[config.mk]
export PLATFORM = sky130hd
export DESIGN_NAME = bbint_accum
export DESIGN_NICKNAME = d
export VERILOG_FILES = /design/src/rtl/bbint_pkg.sv /design/src/rtl/bbint_rst_sync.sv /design/src/rtl/bbint_gain_reg.sv /design/src/rtl/bbint_step_unit.sv /design/src/rtl/bbint_accum.sv
export SDC_FILE = /design/constraint.sdc
export NUM_CORES = 1
export LEC_CHECK = 0
export ABC_AREA = 1
export BUFFER_PORTS_ARGS = -buffer_cell sky130_fd_sc_hd__buf_2
export CAP_MARGIN = 30
export CORE_UTILIZATION = 30
export DETAILED_ROUTE_END_ITERATION = 12
export GPL_TIMING_DRIVEN = 0
export PLACE_DENSITY = 0.49
export SLEW_MARGIN = 20
export SYNTH_ARGS = -nofsm -noshare
export SYNTH_HDL_FRONTEND = slang
export SYNTH_SLANG_ARGS = --single-unit
export TNS_END_PERCENT = 10
[constraint.sdc]
create_clock -name clk_i -period 1.9 [get_ports clk_i]
set_input_delay 0.19 -clock clk_i [delete_from_list [all_inputs] [get_ports clk_i]]
set_output_delay 0.19 -clock clk_i [all_outputs]
set_load 0.02 [all_outputs]
[src/rtl/bbint_pkg.sv]
package bbint_pkg;

  // Direction of one integration step, taken straight from the lag decision.
  typedef enum logic {
    STEP_DOWN = 1'b0,
    STEP_UP   = 1'b1
  } step_dir_e;

  // Wrap indications produced by one step.
  typedef struct packed {
    logic up_wrap;
    logic dn_wrap;
  } wrap_t;

  localparam int unsigned DEF_ACC_W  = 24;
  localparam int unsigned DEF_GAIN_W = 16;

endpackage

[src/rtl/bbint_rst_sync.sv]
module bbint_rst_sync #(
  parameter int unsigned STAGES = 2
) (
  input  logic clk_i,
  input  logic rst_ni,
  output logic rst_no
);

  logic [STAGES-1:0] sync_q;
  logic [STAGES-1:0] sync_d;

  always_comb begin
    sync_d = {sync_q[STAGES-2:0], 1'b1};
  end

  always_ff @(posedge clk_i or negedge rst_ni) begin
    if (!rst_ni) begin
      sync_q <= '0;
    end else begin
      sync_q <= sync_d;
    end
  end

  assign rst_no = sync_q[STAGES-1];

endmodule

[src/rtl/bbint_gain_reg.sv]
module bbint_gain_reg #(
  parameter int unsigned GAIN_W = 16
) (
  input  logic              clk_i,
  input  logic              rst_ni,
  input  logic              load_i,
  input  logic [GAIN_W-1:0] gain_i,
  output logic [GAIN_W-1:0] gain_o
);

  logic [GAIN_W-1:0] gain_q;
  logic [GAIN_W-1:0] gain_d;

  // Written-out enable: hold unless the strobe is present.
  always_comb begin
    gain_d = gain_q;
    if (load_i) begin
      gain_d = gain_i;
    end
  end

  always_ff @(posedge clk_i or negedge rst_ni) begin
    if (!rst_ni) begin
      gain_q <= '0;
    end else begin
      gain_q <= gain_d;
    end
  end

  assign gain_o = gain_q;

endmodule

[src/rtl/bbint_step_unit.sv]
module bbint_step_unit
  import bbint_pkg::*;
#(
  parameter int unsigned ACC_W  = 24,
  parameter int unsigned GAIN_W = 16
) (
  input  logic [ACC_W-1:0]  acc_i,
  input  logic [GAIN_W-1:0] gain_i,
  input  step_dir_e         dir_i,
  output logic [ACC_W-1:0]  acc_o,
  output wrap_t             wrap_o
);

  localparam int unsigned PAD_W = ACC_W - GAIN_W;

  logic [ACC_W-1:0] gain_ext;
  logic [ACC_W:0]   sum_w;
  logic [ACC_W:0]   dif_w;

  generate
    if (PAD_W == 0) begin : g_no_pad
      assign gain_ext = gain_i;
    end else begin : g_pad
      assign gain_ext = {{PAD_W{1'b0}}, gain_i};
    end
  endgenerate

  always_comb begin
    sum_w  = {1'b0, acc_i} + {1'b0, gain_ext};
    dif_w  = {1'b0, acc_i} - {1'b0, gain_ext};
    wrap_o = '0;
    if (dir_i == STEP_UP) begin
      acc_o          = sum_w[ACC_W-1:0];
      wrap_o.up_wrap = sum_w[ACC_W];
    end else begin
      acc_o          = dif_w[ACC_W-1:0];
      wrap_o.dn_wrap = dif_w[ACC_W];
    end
  end

endmodule

[src/rtl/bbint_accum.sv]
module bbint_accum
  import bbint_pkg::*;
#(
  parameter int unsigned ACC_W      = DEF_ACC_W,
  parameter int unsigned GAIN_W     = DEF_GAIN_W,
  parameter int unsigned RST_STAGES = 2
) (
  input  logic              clk_i,
  input  logic              rst_ni,
  input  logic              lag_i,
  input  logic              gain_load_i,
  input  logic [GAIN_W-1:0] gain_i,
  output logic [ACC_W-1:0]  acc_o,
  output logic              inc_o,
  output logic              dec_o
);

  localparam logic [ACC_W-1:0] MID_SCALE = {1'b1, {(ACC_W-1){1'b0}}};

  logic              rst_sync_n;
  logic [GAIN_W-1:0] gain_cur;
  logic [ACC_W-1:0]  acc_q;
  logic [ACC_W-1:0]  acc_d;
  logic [ACC_W-1:0]  acc_step;
  wrap_t             wrap_step;
  logic              inc_q;
  logic              inc_d;
  logic              dec_q;
  logic              dec_d;

  bbint_rst_sync #(
    .STAGES (RST_STAGES)
  ) i_rst_sync (
    .clk_i  (clk_i),
    .rst_ni (rst_ni),
    .rst_no (rst_sync_n)
  );

  bbint_gain_reg #(
    .GAIN_W (GAIN_W)
  ) i_gain_reg (
    .clk_i  (clk_i),
    .rst_ni (rst_sync_n),
    .load_i (gain_load_i),
    .gain_i (gain_i),
    .gain_o (gain_cur)
  );

  bbint_step_unit #(
    .ACC_W  (ACC_W),
    .GAIN_W (GAIN_W)
  ) i_step (
    .acc_i  (acc_q),
    .gain_i (gain_cur),
    .dir_i  (step_dir_e'(lag_i)),
    .acc_o  (acc_step),
    .wrap_o (wrap_step)
  );

  // Step every feedback cycle; request pulses last one cycle.
  always_comb begin
    acc_d = acc_step;
    inc_d = wrap_step.up_wrap;
    dec_d = wrap_step.dn_wrap;
  end

  always_ff @(posedge clk_i or negedge rst_sync_n) begin
    if (!rst_sync_n) begin
      acc_q <= MID_SCALE;
      inc_q <= 1'b0;
      dec_q <= 1'b0;
    end else begin
      acc_q <= acc_d;
      inc_q <= inc_d;
      dec_q <= dec_d;
    end
  end

  assign acc_o = acc_q;
  assign inc_o = inc_q;
  assign dec_o = dec_q;

endmodule

==> reports/qor_table.md, run 1 <==
| Metric | Value |
| --- | --- |
| Violations in the final reports | negative setup slack |
| Arrival time worst endpoint | 2150 ps |
| Initial DRC count | 246 |
| Chain of cells forming the critical path | inv_2 > ha_4 > inv_2 > fa_2 > nand3_2 > nand3_4 > nand2_2 > nand2_2 > nand2_2 > o211ai_1 > nand2_1 > nand2_1 > nand2_1 > nand2_1 |
| Syn_nets | 781 |
| Global-route track usage on met2 | 35.4% |
| Die boundary height | 121 um |
| Critical setup path kind | flop to flop |
| HPWL reported at the end of detailed placement | 11700 um |
| Via count of the first global-routing pass | 4561 |
| Number of buffers inserted by port buffering | 45 |
| Met3 Use GR | 2.96% |
| Effective utilization at floorplan | 30.8% |
| Final layout net count | 842 |
| Average vias per placed instance | 4.72 |
| Final worst-path cycle share | 103% |
| Wire length of the first global-routing pass | 23400 um |
| Total standard cell area after synthesis | 4270 um2 |
| Number of flops mapped to enable cells by yosys | 0 |
| Post-Route Hold Slack | 101 ps |
| Largest vdd supply drop | 0.661 mV |
| Most used cell, CP | sky130_fd_sc_hd__nand2_1 |
| Antenna diode count | 0 |
| Cell with the biggest individual delay on the critical path | sky130_fd_sc_hd__dfrtp_2 |
| Final global-route overflow total | 0 |
| Width of the chip | 121 um |
| Number of antenna violations at the first check in global routing | 0 |
| CTS tree | yes |
| Detail Route Antenna Nets | 0 |
| DR pass1 iterations | 4 |
| Data required time at the worst endpoint | 2080 ps |
| Transition time of the tightest slew-check pin | 687 ps |
| DR DRC count | 0 |
| Logic depth of the worst register-to-register path | 14 |
| Warning count from the yosys run | 0 |
| Switch Pwr | 4950 uW |
| Max-slew violation count | 0 |
| Number of cells after detailed placement | 953 |
| Max-Cap Viols | 0 |
| WL/cell | 14.9 um |
| Setup repair after global routing missed its margin | yes |
| Count of mapped cells out of synthesis | 727 |
| HP Class | input port to flop |
| DP Worst Slack | -386 ps |
| Crit path time final | 1960 ps |
| Status | finished, violations left |
| Number of logic stages on the critical path including buffering | 14 |
| Largest incremental delay on the critical path | 430 ps |
| Busiest layer in global routing | met2 |
| Clk Latency, worst-skew pair | 300 ps |
| TritonCTS Buffers | 5 |
| Detailed Route WL | 14400 um |
| Clock Skews | 5.01 ps |
| Post-synthesis cell type count | 29 |
| Maximum achievable frequency | 509 MHz |
| Share of the yosys chip area belonging to registers | 25.8% |
| Cell area power density | 1630 nW/um2 |
| DIE AREA | 14700 um2 |
| Multi-input combinational cell area | 3080 um2 |
| End-of-flow core utilization | 39.2% |
| Internal Dissipation | 3940 uW |
| Register clock-pin slew on the reported worst setup and hold paths | 60 ps |
| Share of flip-flops with an asynchronous set or reset | 100% |
| CP startpoint kind | flop |
| Combinational share of power | 72.0% |
| Layout cells sized above 1 | 22.0% |
| Count of pins on the block boundary | 46 |
| Sequential share of power | 18.5% |
| Std cell rows | 43 |
| Hold Path Cell Cnt | 3 |
| Share of total power consumed by net switching | 55.7% |
| Sum of buffers and inverters on the critical path | 2 |
| Fill cell total of the finished layout | 1544 |
| Largest net degree at the start of global routing | 24 |
| Maximum fanout encountered on the critical timing path | 4 |
| Core area | 13900 um2 |
| Critical Path Sink Type | flop |
| Via count | 4571 |
| Number of endpoints with negative hold slack in the final report | 0 |
| Non-filler cells, final | 968 |
| Deepest clock path buffer count | 2 |
| Family of cells with the greatest summed delay on the critical path | simple AND/OR/NAND/NOR gates |
| Max H-tree Level | 2 |
| Share of power burned in the clock network | 9.5% |
| Flip-flop cell with the highest count after synthesis | sky130_fd_sc_hd__dfrtp_1 |
| Weighted congestion reported at the end of routability-driven placement | 0.920 |
| Post-synthesis sequential element count | 44 |
| LEAKAGE | 0.00295 uW |
| Seq. cell area | 1110 um2 |
| Max-slew headroom | 54.2% |
| Syn avg cell area | 5.88 um2 |
| Number of setup violations in the final report | 6 |
| Met1 Resource Use GR | 27.1% |
| Clock tree sinks | 44 |
| Clock tree root driver cell | sky130_fd_sc_hd__clkbuf_16 |
| GRT Total Usage | 21.0% |
| Final Worst Setup Slack | -64.8 ps |
| Synthesis-to-layout area growth | 27.5% |
[Yosys cell counts (2+ instances only)]
cell type	n	area share [%]
sky130_fd_sc_hd__nor2_1	63	5.5
sky130_fd_sc_hd__and3_1	2	0.29
sky130_fd_sc_hd__nand3_1	46	5.4
sky130_fd_sc_hd__o21ai_0	28	3.3
sky130_fd_sc_hd__nor3_1	6	0.70
sky130_fd_sc_hd__ha_1	32	9.4
sky130_fd_sc_hd__dfrtp_1	43	25
sky130_fd_sc_hd__nand4_1	19	2.8
sky130_fd_sc_hd__xor2_1	10	2.1
sky130_fd_sc_hd__o211ai_1	3	0.53
sky130_fd_sc_hd__inv_1	132	12
sky130_fd_sc_hd__nand2_1	294	26
sky130_fd_sc_hd__o21bai_1	4	0.70
sky130_fd_sc_hd__buf_2	6	0.70
sky130_fd_sc_hd__fa_1	2	0.94
sky130_fd_sc_hd__a21oi_1	19	2.2
sky130_fd_sc_hd__clkbuf_1	6	0.53
[power groups by stage]
stage                     Clock [uW]  Sequential (uW)  Combinational (uW)
after floorplan                    0             1850                3440
after global placement             0             1600                5240
after detailed placement           0             1600                5260
after CTS                        882             1610                5790
after global routing             909             1710                7160
final                            843             1640                6410
[through the flow]
stage	total power (uW)	setup TNS [ps]	area [um2]
6_report	8890	-189	5450
5_1_grt	9780	-1740	5450
4_1_cts	8280	-370	5160
3_5_place_dp	6870	-3690	4740
3_3_place_gp	6840	-6640	4720
2_1_floorplan	5290	0	4270
[logic make-up after synthesis]
kind of cell,share of synthesized area [%]
AOI/OAI and AO/OA,6.94
other,0.0878
and+or+nand+nor,41.2
xor gates and xnor gates,2.26
buffers and inverters,13.1
DFF,25.8
adders and majority gates,10.3
muxes,0.264
[path summary, 6_finish.rpt]
check,start,endpoint,slack (ps)
hold / removal,gain_i[6],i_gain_reg.gain_o[6]$_DFFE_PN0P_,100
min in group asynchronous,rst_ni,i_rst_sync.sync_q[0]$_DFF_PN0_,200
setup / recovery,acc_o[0]$_DFF_PN0_,acc_o[16]$_DFF_PN0_,-60
max in group asynchronous,i_rst_sync.sync_q[1]$_DFF_PN0_,acc_o[23]$_DFF_PN1_,1100
hold reg to reg,i_rst_sync.sync_q[1]$_DFF_PN0_,acc_o[17]$_DFF_PN0_,230
setup reg to reg,acc_o[0]$_DFF_PN0_,acc_o[16]$_DFF_PN0_,-60
[timing repair]
item / 4_1_cts / 5_1_grt
hold endpoints to repair: 2 / 0
resized for setup: 71 / 70
hold buffers: 1 / 0
pin swaps: 7 / 22
setup buffers: 4 / 3
endpoints found under the setup margin: 22 / 20
[final cells by class]
type,instances,share of cell area (%)
Clock inverter,1,0.0919
Clock buffer,6,2.37
Timing Repair Buffer,54,5.65
Inverter,133,9.16
Tap cell,180,4.13
Multi-Input combinational cell,536,56.5
Buffer,14,1.75
Sequential cell,44,20.3
[cell usage in the layout (no fill, tap or decap), types with 4 or more instances in the layout]
master                      synthesis  routed
sky130_fd_sc_hd__a21oi_1           19       9
sky130_fd_sc_hd__a21oi_2            0       8
sky130_fd_sc_hd__buf_2              6      46
sky130_fd_sc_hd__buf_4              0       8
sky130_fd_sc_hd__buf_6              0       5
sky130_fd_sc_hd__clkbuf_1           6       7
sky130_fd_sc_hd__clkbuf_16          0       5
sky130_fd_sc_hd__dfrtp_1           43      39
sky130_fd_sc_hd__dfrtp_2            0       4
sky130_fd_sc_hd__ha_1              32      21
sky130_fd_sc_hd__ha_4               0      11
sky130_fd_sc_hd__inv_1            132     125
sky130_fd_sc_hd__inv_2              0       7
sky130_fd_sc_hd__nand2_1          294     264
sky130_fd_sc_hd__nand2_2            0      27
sky130_fd_sc_hd__nand3_1           46      35
sky130_fd_sc_hd__nand3_2            0      10
sky130_fd_sc_hd__nand4_1           19      19
sky130_fd_sc_hd__nor2_1            63      42
sky130_fd_sc_hd__nor2_2             1      16
sky130_fd_sc_hd__nor2_4             0       6
sky130_fd_sc_hd__nor3_2             1       4
sky130_fd_sc_hd__o21ai_0           28      24
sky130_fd_sc_hd__xor2_1            10      10
[layer usage]
metal | vias to the layer above | wire (um) | share of wire (%)
met5 | - | 0 | 0
met4 | 0 | 323 | 2.2
met3 | 20 | 641 | 4.4
met2 | 74 | 6820 | 47
met1 | 2133 | 6660 | 46
li1 | 2344 | - | -
[worst min-delay path, cell delays in order]
cell,delay [ps]
sky130_fd_sc_hd__buf_2,70
sky130_fd_sc_hd__nand2_1,40
sky130_fd_sc_hd__o21ai_0,60
[flip-flops by register name (all words and copies together) (netlist names)]
| name | cells |
|---|---|
| i_gain_reg.gain_o | 16 |
| acc_o | 24 |
| i_rst_sync.sync_q | 2 |
| inc_o | 1 |
| dec_o | 1 |
No activity file was read; power rests on OpenSTA's default activity.
==> run 2: changes to the inputs <==
--- a/config.mk
+++ b/config.mk
@@ -12,6 +12,7 @@
 export DETAILED_ROUTE_END_ITERATION = 12
 export GPL_TIMING_DRIVEN = 0
 export PLACE_DENSITY = 0.49
+export SKIP_LAST_GASP = 1
 export SLEW_MARGIN = 20
 export SYNTH_ARGS = -nofsm -noshare
 export SYNTH_HDL_FRONTEND = slang
==> reports/qor_table.md, run 2 (synthesized netlist as in run 1, its figures left out) <==
| Metric | Value |
| --- | --- |
| Status | finished, violations left |
| Violations in the final reports | negative setup slack |
| DR DRC count | 0 |
| Deepest clock path buffer count | 2 |
| LEAKAGE | 0.00303 uW |
| Final Worst Setup Slack | -59.4 ps |
| Via count | 4655 |
| Max H-tree Level | 2 |
| Number of buffers inserted by port buffering | 45 |
| Critical setup path kind | flop to flop |
| Hold Path Cell Cnt | 3 |
| Largest vdd supply drop | 0.718 mV |
| Seq. cell area | 1110 um2 |
| GRT Total Usage | 21.0% |
| Largest incremental delay on the critical path | 430 ps |
| Max-slew headroom | 50.0% |
| Data required time at the worst endpoint | 2090 ps |
| HP Class | input port to flop |
| Count of pins on the block boundary | 46 |
| Startpoint of the worst register-to-register path | acc_o[0]$_DFF_PN0_ |
| Via count of the first global-routing pass | 4541 |
| Busiest layer in global routing | met2 |
| Clock tree sinks | 44 |
| Arrival time worst endpoint | 2150 ps |
| Highest-count cells in the layout ignoring fill and taps | sky130_fd_sc_hd__nand2_1 (257), sky130_fd_sc_hd__inv_1 (118), sky130_fd_sc_hd__buf_2 (46) |
| CTS tree | yes |
| Flip-flop count of the largest register after layout | 24 |
| Layout cells sized above 1 | 26.0% |
| Multi-input combinational cell area | 3190 um2 |
| Cell with the biggest individual delay on the critical path | sky130_fd_sc_hd__dfrtp_2 |
| Cell area power density | 1640 nW/um2 |
| Non-filler cells, final | 980 |
| Worst Min Path Start | gain_i[3] |
| Final worst-path cycle share | 103% |
| Clock tree root driver cell | sky130_fd_sc_hd__clkbuf_16 |
| Die boundary height | 121 um |
| Number of setup violations in the final report | 5 |
| Endpoint of the worst hold path | i_gain_reg.gain_o[3]$_DFFE_PN0P_ |
| TritonCTS Buffers | 5 |
| Wire length of the first global-routing pass | 23300 um |
| Most used cell, CP | sky130_fd_sc_hd__nand2_1 |
| Initial DRC count | 294 |
| Share of total power consumed by net switching | 55.2% |
| Combinational share of power | 73.2% |
| Pwr Total | 9310 uW |
| Fill cell total of the finished layout | 1520 |
| Max-slew violation count | 0 |
| Synthesis-to-layout area growth | 32.5% |
| CP startpoint kind | flop |
| Number of antenna violations at the first check in global routing | 0 |
| Std cell rows | 43 |
| Commonest non-fill, non-tap cell in the layout | sky130_fd_sc_hd__nand2_1 |
| Crit path time final | 1960 ps |
| Maximum achievable frequency | 510 MHz |
| Setup repair after global routing missed its margin | yes |
| Clk Latency, worst-skew pair | 300 ps |
| HPWL reported at the end of detailed placement | 11700 um |
| Number of cells after detailed placement | 953 |
| Sequential share of power | 17.7% |
| Flop-to-flop setup slack | -60 ps |
| Largest net degree at the start of global routing | 24 |
| Critical Path Sink Type | flop |
| Share of power burned in the clock network | 9.1% |
| Final global-route overflow total | 0 |
| Logic depth of the worst register-to-register path | 14 |
| Final layout net count | 854 |
| Global-route track usage on met2 | 35.2% |
| Number of endpoints with negative hold slack in the final report | 0 |
| Met3 Use GR | 2.96% |
| Effective utilization at floorplan | 30.8% |
| Sum of negative setup slack | -200 ps |
| Switch Pwr | 5140 uW |
| Detailed Route WL | 14700 um |
| DIE AREA | 14700 um2 |
| Transition time of the tightest slew-check pin | 750 ps |
| Met1 Resource Use GR | 27.1% |
| Weighted congestion reported at the end of routability-driven placement | 0.920 |
| Register clock-pin slew on the reported worst setup and hold paths | 60 ps |
| Post-Route Hold Slack | 99.0 ps |
| DR pass1 iterations | 4 |
| Clock Skews | 4.85 ps |
| Internal Dissipation | 4170 uW |
| WL/cell | 15.0 um |
| Width of the chip | 121 um |
| Critical R2R Capture | acc_o[16]$_DFF_PN0_ |
| Core area | 13900 um2 |
| Average vias per placed instance | 4.75 |
| Chain of cells forming the critical path | inv_2 > ha_4 > inv_2 > fa_2 > nand3_2 > nand3_4 > nand2_2 > nand2_2 > nand2_2 > o211ai_1 > nand2_1 > nand2_1 > nand2_1 > nand2_1 |
| Antenna diode count | 0 |
| Detail Route Antenna Nets | 0 |
| Max-Cap Viols | 0 |
| Maximum fanout encountered on the critical timing path | 4 |
==> run 2: changes by cell type in the layout (fill, tap and decap cells not counted), sizes merged <==
cell	delta
buf	+12
==> run 2: cell type report <==
| class | instances | share of cell area (%) |
|---|---|---|
| Buffer | 14 | 1.81 |
| Clock buffer | 6 | 2.28 |
| Clock inverter | 1 | 0.0884 |
| Inverter | 133 | 8.82 |
| Multi-Input combinational cell | 536 | 56.4 |
| Sequential cell | 44 | 19.6 |
| Tap cell | 180 | 3.98 |
| Timing Repair Buffer | 66 | 7.03 |
==> run 2: per-layer routing <==
layer  wire [um]  up-vias  share of wire (%)
met4         334        0                2.3
met1        6600     2182                 45
met5           0        -                  0
li1            -     2368                  -
met3         703       20                4.8
met2        7100       85                 48
==> run 2: power groups by stage <==
stage / logic (uW) / clock network, uW / registers (uW)
6_report: 6810 / 848 / 1650
5_1_grt: 7570 / 910 / 1710
4_1_cts: 5680 / 882 / 1600
3_5_place_dp: 5260 / 0 / 1600
3_3_place_gp: 5240 / 0 / 1600
2_1_floorplan: 3440 / 0 / 1850
==> run 2: how the worst max path moves through the flow <==
stage	from	endpoint	slack, ps	cells after the start
after global placement	acc_o[0]$_DFF_PN0_	acc_o[20]$_DFF_PN0_	-370	14
after global routing	acc_o[0]$_DFF_PN0_	acc_o[16]$_DFF_PN0_	-150	14
after CTS	acc_o[0]$_DFF_PN0_	acc_o[14]$_DFF_PN0_	-50	12
after detailed placement	acc_o[0]$_DFF_PN0_	acc_o[20]$_DFF_PN0_	-390	14
final	acc_o[0]$_DFF_PN0_	acc_o[16]$_DFF_PN0_	-60	14
after floorplan	acc_o[0]$_DFF_PN0_	acc_o[14]$_DFF_PN0_	30	12
==> run 2: critical path, delay by kind of cell (launching register included) <==
| family | cells | cell delay, ps |
|---|---|---|
| AOI/OAI and AO/OA | 1 | 90 |
| and+or+nand+nor | 9 | 730 |
| DFF | 1 | 430 |
| adders and majority gates | 2 | 480 |
| buffers and inverters | 2 | 110 |
==> run 2: timing repair <==
action | 4_1_cts | 5_1_grt
gates resized for setup | 56 | 122
pin swaps | 7 | 30
hold buffers | 1 | 0
setup endpoints to repair | 22 | 21
hold endpoints to repair | 2 | 0
setup buffers | 4 | 15
==> run 2: metrics by stage <==
step                utilization, %  instance area (um2)  worst slack (ps)
floorplan                        -                 4270              26.1
global placement              34.0                 4720              -366
detailed placement            34.2                 4740              -386
CTS                           36.8                 5110             -52.9
global route                  40.8                 5660              -152
finish                        40.8                 5660             -59.4
